==> config.mk <==
export PLATFORM = sky130hd
export DESIGN_NAME = stat_snap_bank
export DESIGN_NICKNAME = d
export VERILOG_FILES = /design/src/rtl/stat_snap_bank_pkg.sv /design/src/rtl/stat_snap_ctrl.sv /design/src/rtl/stat_snap_dp.sv /design/src/rtl/stat_snap_bank.sv
export SDC_FILE = /design/constraint.sdc
export NUM_CORES = 2
export LEC_CHECK = 0
export BUFFER_PORTS_ARGS = -buffer_cell sky130_fd_sc_hd__buf_4
export CAP_MARGIN = 0
export CORE_MARGIN = 2
export CORE_UTILIZATION = 63
export DETAILED_ROUTE_END_ITERATION = 10
export GPL_TIMING_DRIVEN = 0
export MAX_ROUTING_LAYER = met4
export PLACE_DENSITY_LB_ADDON = 0.15
export SYNTH_ARGS = -nofsm -noshare
export SYNTH_HDL_FRONTEND = slang
export SYNTH_SLANG_ARGS = --single-unit
==> constraint.sdc <==
create_clock -name clk -period 3.3 [get_ports clk]
set_input_delay 0.165 -clock clk [delete_from_list [all_inputs] [get_ports clk]]
set_output_delay 0.165 -clock clk [all_outputs]
set_load 0.02 [all_outputs]
==> src/rtl/stat_snap_bank_pkg.sv <==
package stat_snap_bank_pkg;
  localparam int SLICE_TOTAL = 40;
  localparam int FLAG_W      = 16;
  localparam int FLAG_REGS   = 4;
  localparam int MAX_CNT     = FLAG_W * FLAG_REGS;
  localparam int IDX_W       = $clog2(MAX_CNT);

  typedef enum logic [1:0] {
    SL_LOW = 2'd0,
    SL_MID = 2'd1,
    SL_TOP = 2'd2,
    SL_GAP = 2'd3
  } slice_e;

  // strobes from the decoder to the datapath, valid for one cycle
  typedef struct packed {
    logic             snap;
    logic             clear;
    logic             rdAny;
    logic             rdCnt;
    logic             rdRoll;
    logic [IDX_W-1:0] cntIdx;
    slice_e           slice;
    logic [1:0]       rollIdx;
  } ctrl_t;
endpackage

==> src/rtl/stat_snap_ctrl.sv <==
module stat_snap_ctrl
  import stat_snap_bank_pkg::*;
#(
  parameter int NUM_CNT = 12,
  parameter int ADDR_W  = 8,
  parameter logic [ADDR_W-1:0] CTRL_ADDR = 8'hF0,
  parameter logic [ADDR_W-1:0] ROLL_BASE = 8'hF4
) (
  input  logic [ADDR_W-1:0] regAddr,
  input  logic              regWrEn,
  input  logic [15:0]       regWrData,
  input  logic              regRdEn,
  output ctrl_t             ctrlS
);
  localparam int WORD_W = ADDR_W - 2;

  logic [WORD_W-1:0] wordIdx;
  logic [1:0]        wordSlot;
  logic [ADDR_W-1:0] rollOff;
  logic              inCnt;
  logic              inRoll;
  logic              isCmd;
  logic              unusedBits;

  assign wordIdx  = regAddr[ADDR_W-1:2];
  assign wordSlot = regAddr[1:0];
  assign rollOff  = regAddr - ROLL_BASE;
  assign inCnt    = ({2'b00, wordIdx} < ADDR_W'(NUM_CNT)) && (wordSlot != 2'b11);
  assign inRoll   = rollOff < ADDR_W'(FLAG_REGS);
  assign isCmd    = regAddr == CTRL_ADDR;
  assign unusedBits = ^regWrData[15:2];

  always_comb begin
    ctrlS         = '0;
    ctrlS.snap    = regWrEn && isCmd && regWrData[0];
    ctrlS.clear   = regWrEn && isCmd && regWrData[1];
    ctrlS.rdAny   = regRdEn;
    ctrlS.rdCnt   = regRdEn && inCnt;
    ctrlS.rdRoll  = regRdEn && inRoll;
    ctrlS.cntIdx  = IDX_W'(wordIdx);
    ctrlS.slice   = slice_e'(wordSlot);
    ctrlS.rollIdx = rollOff[1:0];
  end
endmodule

==> src/rtl/stat_snap_dp.sv <==
module stat_snap_dp
  import stat_snap_bank_pkg::*;
#(
  parameter int NUM_WIDE   = 4,
  parameter int NUM_NARROW = 8,
  parameter int CNT_W      = 40,
  parameter int INC_W      = 5
) (
  input  logic                      clk,
  input  logic                      rstN,
  input  logic [NUM_WIDE*INC_W-1:0] octetInc,
  input  logic [NUM_NARROW-1:0]     eventHit,
  input  ctrl_t                     ctrlS,
  output logic [15:0]               regRdData
);
  localparam int NUM_CNT = NUM_WIDE + NUM_NARROW;

  logic [CNT_W-1:0]       snapArr [NUM_CNT];
  logic [NUM_CNT-1:0]     rollVec;

  for (genvar k = 0; k < NUM_CNT; k++) begin : g_cnt
    localparam int GRP = k / FLAG_W;
    logic [CNT_W-1:0] incK;
    logic [CNT_W:0]   sumK;
    logic [CNT_W-1:0] liveQ;
    logic [CNT_W-1:0] snapQ;
    logic             flagQ;
    logic             carryK;
    logic             rdHitK;

    if (k < NUM_WIDE) begin : g_wide
      assign incK = CNT_W'(octetInc[k*INC_W +: INC_W]);
    end else begin : g_narrow
      assign incK = CNT_W'(eventHit[k-NUM_WIDE]);
    end

    assign sumK   = {1'b0, liveQ} + {1'b0, incK};
    assign carryK = sumK[CNT_W] && !ctrlS.clear;
    assign rdHitK = ctrlS.rdRoll && (ctrlS.rollIdx == 2'(GRP));

    always_ff @(posedge clk) begin
      if (!rstN) begin
        liveQ <= '0;
        snapQ <= '0;
        flagQ <= 1'b0;
      end else begin
        liveQ <= ctrlS.clear ? '0 : sumK[CNT_W-1:0];
        if (ctrlS.snap) snapQ <= liveQ;
        flagQ <= carryK || (flagQ && !rdHitK);
      end
    end

    assign snapArr[k] = snapQ;
    assign rollVec[k] = flagQ;
  end

  logic [CNT_W-1:0]       selSnap;
  logic [SLICE_TOTAL-1:0] wideSnap;
  logic [FLAG_W-1:0]      flagWord;
  logic [15:0]            rdVal;

  always_comb begin
    selSnap = '0;
    for (int k = 0; k < NUM_CNT; k++) begin
      if (ctrlS.cntIdx == IDX_W'(k)) selSnap = snapArr[k];
    end
    wideSnap = SLICE_TOTAL'(selSnap);
    flagWord = '0;
    for (int k = 0; k < NUM_CNT; k++) begin
      if (ctrlS.rollIdx == 2'(k / FLAG_W)) flagWord[k % FLAG_W] = rollVec[k];
    end
    rdVal = '0;
    if (ctrlS.rdCnt) begin
      case (ctrlS.slice)
        SL_LOW:  rdVal = wideSnap[15:0];
        SL_MID:  rdVal = wideSnap[31:16];
        SL_TOP:  rdVal = {8'h00, wideSnap[39:32]};
        default: rdVal = '0;
      endcase
    end else if (ctrlS.rdRoll) begin
      rdVal = flagWord;
    end
  end

  always_ff @(posedge clk) begin
    if (!rstN) regRdData <= '0;
    else if (ctrlS.rdAny) regRdData <= rdVal;
  end
endmodule

==> src/rtl/stat_snap_bank.sv <==
module stat_snap_bank
  import stat_snap_bank_pkg::*;
#(
  parameter int NUM_WIDE   = 4,
  parameter int NUM_NARROW = 8,
  parameter int CNT_W      = 40,
  parameter int MAX_INC    = 16,
  parameter int ADDR_W     = 8,
  parameter logic [ADDR_W-1:0] CTRL_ADDR = 8'hF0,
  parameter logic [ADDR_W-1:0] ROLL_BASE = 8'hF4,
  localparam int INC_W = $clog2(MAX_INC + 1)
) (
  input  logic                      clk,
  input  logic                      rstN,
  input  logic [NUM_WIDE*INC_W-1:0] octetInc,
  input  logic [NUM_NARROW-1:0]     eventHit,
  input  logic [ADDR_W-1:0]         regAddr,
  input  logic                      regWrEn,
  input  logic [15:0]               regWrData,
  input  logic                      regRdEn,
  output logic [15:0]               regRdData
);
  localparam int NUM_CNT = NUM_WIDE + NUM_NARROW;

  ctrl_t ctrlS;

  stat_snap_ctrl #(
    .NUM_CNT(NUM_CNT), .ADDR_W(ADDR_W),
    .CTRL_ADDR(CTRL_ADDR), .ROLL_BASE(ROLL_BASE)
  ) u_ctrl (
    .regAddr(regAddr), .regWrEn(regWrEn), .regWrData(regWrData),
    .regRdEn(regRdEn), .ctrlS(ctrlS)
  );

  stat_snap_dp #(
    .NUM_WIDE(NUM_WIDE), .NUM_NARROW(NUM_NARROW),
    .CNT_W(CNT_W), .INC_W(INC_W)
  ) u_dp (
    .clk(clk), .rstN(rstN), .octetInc(octetInc), .eventHit(eventHit),
    .ctrlS(ctrlS), .regRdData(regRdData)
  );
endmodule

# Word-level counts from Yosys, hierarchy flattened
# Cells that the tools add are included.
word_totals:
  reg_bits: 988
  input_bits: 56
  out_inout_bits: 16
  word_cells: 144
op_classes:
  add_sub_neg: 13
  magnitude_cmp: 2
  n_eq_ne: 15
  mux: 27
  n_bitwise: 1
  n_reduce_logical: 49
op_table:
  columns: ["op", "n"]
  rows:
  - ["$mux 40", 12]
  - ["$add 40x1->41", 8]
  - ["$add 40x5->41", 4]
  - ["$pmux 16 s3", 1]
  - ["$logic_and 1x1->1", 31]
  - ["$eq 6x3->1 const B", 4]
  - ["$eq 6x4->1 const B", 4]
  - ["$mux 16", 1]
  - ["$eq 6x2->1 const B", 2]
  - ["$logic_or 1x1->1", 12]
  - ["$mux 1", 12]
  - ["$mux 12", 1]
  - ["$eq 8x8->1 const B", 1]
  - ["$lt 8x3->1 const B", 1]
  - ["$sub 8x8->8 const B", 1]
  - ["$eq 6x1->1 const B", 1]
  - ["$logic_not 6->1", 1]
  - ["$lt 6x4->1 const B", 1]
  - ["$logic_not 2->1", 2]
  - ["$eq 2x1->1 const B", 1]
  - ["$eq 2x2->1 const B", 1]
  - ["$logic_not 1->1", 2]
  - ["$ne 2x2->1 const B", 1]
  - ["$reduce_or 2->1", 1]
  - ["$not 1->1", 1]

# Depth between registers and ports, before layout
logic_depth:
  word_depth: 15
  depth_mapped: 10
  depth_no_buf: 9

# By module
# From an unflattened synthesis, not the netlist that was laid out.
hier_totals:
  cells_unflattened: 4951
  hier_area_um2: 45638.8
modules_own_cells:
  columns: ["module", "n_inst", "cells_per_inst", "area_each_um2", "seq_area_each_um2"]
  rows:
  - ["stat_snap_dp", 1, 4928, 45484.9, 19779.0]
  - ["stat_snap_ctrl", 1, 23, 153.9, 0.0]

# Least setup slack after synthesis
# OpenSTA, ideal clock, no wires.
synth_timing:
  path_kind: "register to register"
  start: "register u_dp.g_cnt[0].liveQ[0]"
  end: "register u_dp.g_cnt[0].liveQ[34]"
  setup_ns: 0.070
  t_arrival_ns: 2.205
  t_required_ns: 3.230
  slack_ns: 1.024
  path_stages_with_launch: 11
  n_path_buf: 1
  period_less_slack_ns: 2.276
  path_cell_list: "dfxtp_1 > ha_1 > inv_1 > fa_1 > nor2b_1 > o21ai_0 > a21boi_0 > o2111ai_1 > clkbuf_1 > or3_1 > a21oi_1"
synth_via:
  elab_chain_len: 1
synth_rtl:
  columns: ["item", "line_no", "text"]
  rows:
  - ["start: declaration", "stat_snap_dp.sv:25", "logic [CNT_W-1:0] liveQ;"]
  - ["start signal: assignment", "stat_snap_dp.sv:47", "liveQ <= ctrlS.clear ? '0 : sumK[CNT_W-1:0];"]
  - ["$add 40x5->41", "stat_snap_dp.sv:37", "assign sumK = {1'b0, liveQ} + {1'b0, incK};"]
# Every way passes these cells.
# A chain may end at the register's enable or synchronous reset.

# Worst setup path after layout
layout_timing:
  start: "input port regAddr[2]"
  end: "register u_dp.regRdData[7]"
layout_via:
  elab_chain_len: 15
  elab_cells_between_ends: 33
  classes_between: "1 x add/sub; 2 x order compare; 11 x eq/ne; 15 x mux; 4 x reduce/logical"
layout_rtl:
  columns: ["item", "line_no", "text"]
  rows:
  - ["start: declaration", "stat_snap_bank.sv:17", "input logic [ADDR_W-1:0] regAddr,"]
  - ["$logic_not 6->1", "stat_snap_dp.sv:65", "if (ctrlS.cntIdx == IDX_W'(k)) selSnap = snapArr[k];"]
  - ["$mux 40 (12 in a row)", "stat_snap_dp.sv:65", null]
  - ["$pmux 16 s3", "stat_snap_dp.sv:74", "case (ctrlS.slice)"]
  - ["$mux 16 (*)", "stat_snap_dp.sv:73", "if (ctrlS.rdCnt) begin"]
  - ["end signal: assignment", "stat_snap_dp.sv:87", "else if (ctrlS.rdAny) regRdData <= rdVal;"]
  - ["end: declaration", "stat_snap_dp.sv:14", "output logic [15:0] regRdData"]
# Every way passes the cells marked *; elsewhere a longest branch is shown, timed or not.

==> flow_summary.yaml <==
status:
  outcome: "finished, violations left"
  violations: "negative setup slack"
timing:
  worst_slew_pin_slew_ns: 1.472
  finClkSkew_ns: 0.04650
  relSlewSlack: 0.01862
  final-hold-violation-count: 0
  fin_crit_ns: 3.421
  rsz0062_at_grt: "no"
  setup_viol: 6
  fmax_mhz: 292.3
  maxSlewViolCount: 0
  min_period_over_period: 1.037
  finalWorstSetupSlack_ns: -0.1212
pwr:
  internal_power_mw: 19.48
  p_per_area_nw_per_um2: 527.6
  power_frac_comb: 0.057
  p_leak_nw: 16.62
  seq_power_share: 0.474
  swShare: 0.2399
  ir_worst_vdd_mv: 0.5534
  pwr-share-clk: 0.469
  p_sw_mw: 6.147
critical_path:
  startpoint_type: "input pin"
  crit_path_end_kind: "flip-flop"
  crit_arrival_ns: 4.01
  cp_slowest_cell: "a31oi_1"
  criticalPathCategory: "input pin to flip-flop"
  cp.required_ns: 3.89
  critPathBufInv: 5
  critPathMaxStageDelay_ns: 0.63
  critPathMostFrequentCell: "buf_2"
  critPathTopFamily: "buffers and inverters"
  worst-path-max-fanout: 10
  cp_cell_sequence: "buf_4 > buf_2 > buf_2 > clkbuf_4 > buf_2 > nand3_1 > o211ai_1 > o211ai_1 > a31oi_1 > nor3_1 > a31oi_1"
cells_and_area:
  postLayoutCellArea_um2: 48580
  drive_gt1_frac: 0.08380
  layout.nets: 5522
  regArea_um2: 19780
  fillers: 5110
  multi_input_area_um2: 21780
  syn2layout_area_growth_pct: 12.31
  utilization: 0.7121
cts:
  post_cts.repair.setup_buffers: 0
  clk_transition_reported_paths_ns: 0.07
  cts-root-to-sink-buffers: 3
  clk_latency_ns: 0.70
  root_buffer: "clkbuf_16"
  cts.sinks: 988
  cts-buffers-inserted: 98
  htreeDepth: 3
  tritoncts: "yes"
global_route:
  grt_max_degree: 15
  grt_pass1_vias: 38590
  overflow: 0
  antenna_found_initial: 9
  grt_pass1_wl_mm: 244.7
  grt_usage: 0.4807
placement:
  place_area_um2: 44760
  place_congestion: 1.095
  hpwl_mm: 124.4
  port_buffers: 54
routing:
  wl_per_cell_um: 26.47
  drt-pass1-iter-count: 7
  drtAntennaViolNets: 0
  route.final.wire_length_mm: 169.2
  vias: 41690
  drc: 0
  vias_per_cell: 6.522
  drtIter0Drc: 5562
synth:
  yosys_warnings: 0
  synth_edf_count: 0
  yosysSeqAreaShare: 0.4573
  synthTopCellsByArea: "dfxtp_1, nand2_1, a21oi_1"
  syn_nets: 5339
  netlist_area_um2: 43260
  ys_types: 87
  netlist_instances: 5243
  synth_area_per_cell_um2: 8.250
  yosys_register_bits: 988
  synth_top_area_cell: "dfxtp_1"
  netlist.area_leader.share: 0.4573
  ys.flop_type: "dfxtp_1"
  synthArstFlopShare: 0
die:
  die_y_um: 266.0
  coreArea_um2: 68230
  num_rows: 96
  dieArea_um2: 70770
  io_pins: 72
  start_util: 0.6340
  die_w_um: 266.0
hold_path:
  hp-class: "input pin to flip-flop"
flow_run:
  maxCapViolCount: 0
## power by group through the flow
stage          Clock [mW]  Sequential (mW)  Combinational [mW]
3_5_place_dp            0             12.4                1.31
3_3_place_gp            0             12.4                1.29
5_1_grt              12.5             12.1                1.51
4_1_cts              12.0             12.1                1.37
2_1_floorplan           0             12.3               0.781
6_report             12.0             12.1                1.45
## layout make-up
| type | count | share of cell area |
|---|---|---|
| sequential | 988 | 0.4071 |
| inverter | 59 | 0.004559 |
| timing repair buffer | 83 | 0.01432 |
| multi-input combinational | 3867 | 0.4483 |
| antenna | 10 | 0.0005151 |
| clock inverter | 36 | 0.01138 |
| buffer | 329 | 0.03078 |
| clock buffer | 139 | 0.06029 |
| tap | 882 | 0.02272 |
## routing by layer
layer | up-vias | share of wire | track usage | routed length (um)
li1 | 18370 | - | - | -
met1 | 20100 | 0.39 | 0.6179 | 65660
met2 | 2610 | 0.42 | 0.6872 | 71070
met3 | 614 | 0.13 | 0.1330 | 21210
met4 | 0 | 0.067 | 0.2574 | 11280
met5 | - | 0 | - | 0
## cell usage in the layout, fill, tap and decap left out, types with 41 or more instances in the layout
cell type and count:
a21oi_1 592, and2_1 52, and3_1 55, and4_1 60, buf_2 112, buf_4 83
clkbuf_1 190, clkbuf_16 100, dfxtp_1 988, inv_1 58, mux2i_1 41, mux4_2 42
nand2_1 1193, nand3_1 162, nand4_1 91, nor2_1 482, nor3_1 67, o21ai_0 115
or3_1 65, xnor2_1 129, xor2_1 236
## worst paths after layout
kind | from | to | slack, ns | depth (start not counted)
setup / recovery | regAddr[2] | u_dp.regRdData[7] | -0.12 | 11
hold / removal | octetInc[13] | u_dp.g_cnt[2].liveQ[4] | 0.05 | 6
setup reg to reg | u_dp.g_cnt[3].liveQ[5] | u_dp.g_cnt[3].liveQ[39] | 0.23 | 7
hold reg to reg | u_dp.g_cnt[4].snapQ[34] | u_dp.g_cnt[4].snapQ[34] | 0.45 | 2
## stage by stage
stage / hold WS (ns) / worst slack (ns) / std cells / setup TNS (ns) / total power, mW
4_1_cts: 0.03355 / 0.06907 / 6383 / 0 / 25.47
3_3_place_gp: 0.4381 / -0.7322 / 6179 / -32.59 / 13.68
6_report: 0.04748 / -0.1212 / 6393 / -0.1780 / 25.63
2_1_floorplan: 0.3908 / 1.024 / 5243 / 0 / 13.13
5_1_grt: 0.07141 / 0.04868 / 6390 / 0 / 26.11
3_5_place_dp: 0.4440 / -0.7649 / 6179 / -43.58 / 13.71
## worst register-to-register path, cell delays in order (launching register included)
cell      delay [ns]
dfxtp_1         0.54
nand4_1         0.23
nor3_1          0.59
o21a_1          0.32
nand3_1         0.39
clkbuf_1        0.42
o31ai_1         0.34
a21oi_1         0.09
## Yosys cell counts, types with 5 or more instances
cell type     n
a211oi_1     13
a21o_1       11
a21oi_1     592
a221o_1       6
a221oi_1     20
a22o_1        6
a22oi_1      23
a2bb2oi_1     5
a311oi_1      5
a31oi_1       7
and2_1       52
and3_1       55
and4_1       60
buf_1         7
buf_2       113
buf_4        29
clkbuf_1    179
dfxtp_1     988
ha_1         36
inv_1        58
mux2_2       25
mux2i_1      41
mux4_2       42
nand2_1    1193
nand2b_1     12
nand3_1     162
nand4_1      91
nor2_1      482
nor2b_1      28
nor3_1       67
nor3b_1       5
nor4_1       20
nor4_2        7
o2111ai_1    30
o211ai_1     39
o21ai_0     115
o21ai_1      19
o221ai_1     15
o22ai_1      39
o31ai_1      15
or3_1        65
or4_1        20
or4b_1        6
xnor2_1     129
xor2_1      236
## logic make-up after synthesis
kind of cell / synth area share
compound gates: 0.1331
xor+xnor: 0.07391
fa+ha+maj: 0.01226
buf+inv: 0.03963
flops: 0.4573
mux: 0.03812
simple gates: 0.2457
## flip-flops by register name, summed over array words and instances (netlist names)
register,cells
u_dp.regRdData,16
u_dp.g_cnt.flagQ,12
u_dp.g_cnt.snapQ,480
u_dp.g_cnt.liveQ,480
## timing repair
item | in CTS | in global routing
endpoints found under the hold margin | 32 | 0
hold buffers | 29 | 0
gates resized for setup | 1 | 4
cloned | 0 | 0
endpoints found under the setup margin | 1 | 16
Note: power is estimated with default switching activity, not from simulation.
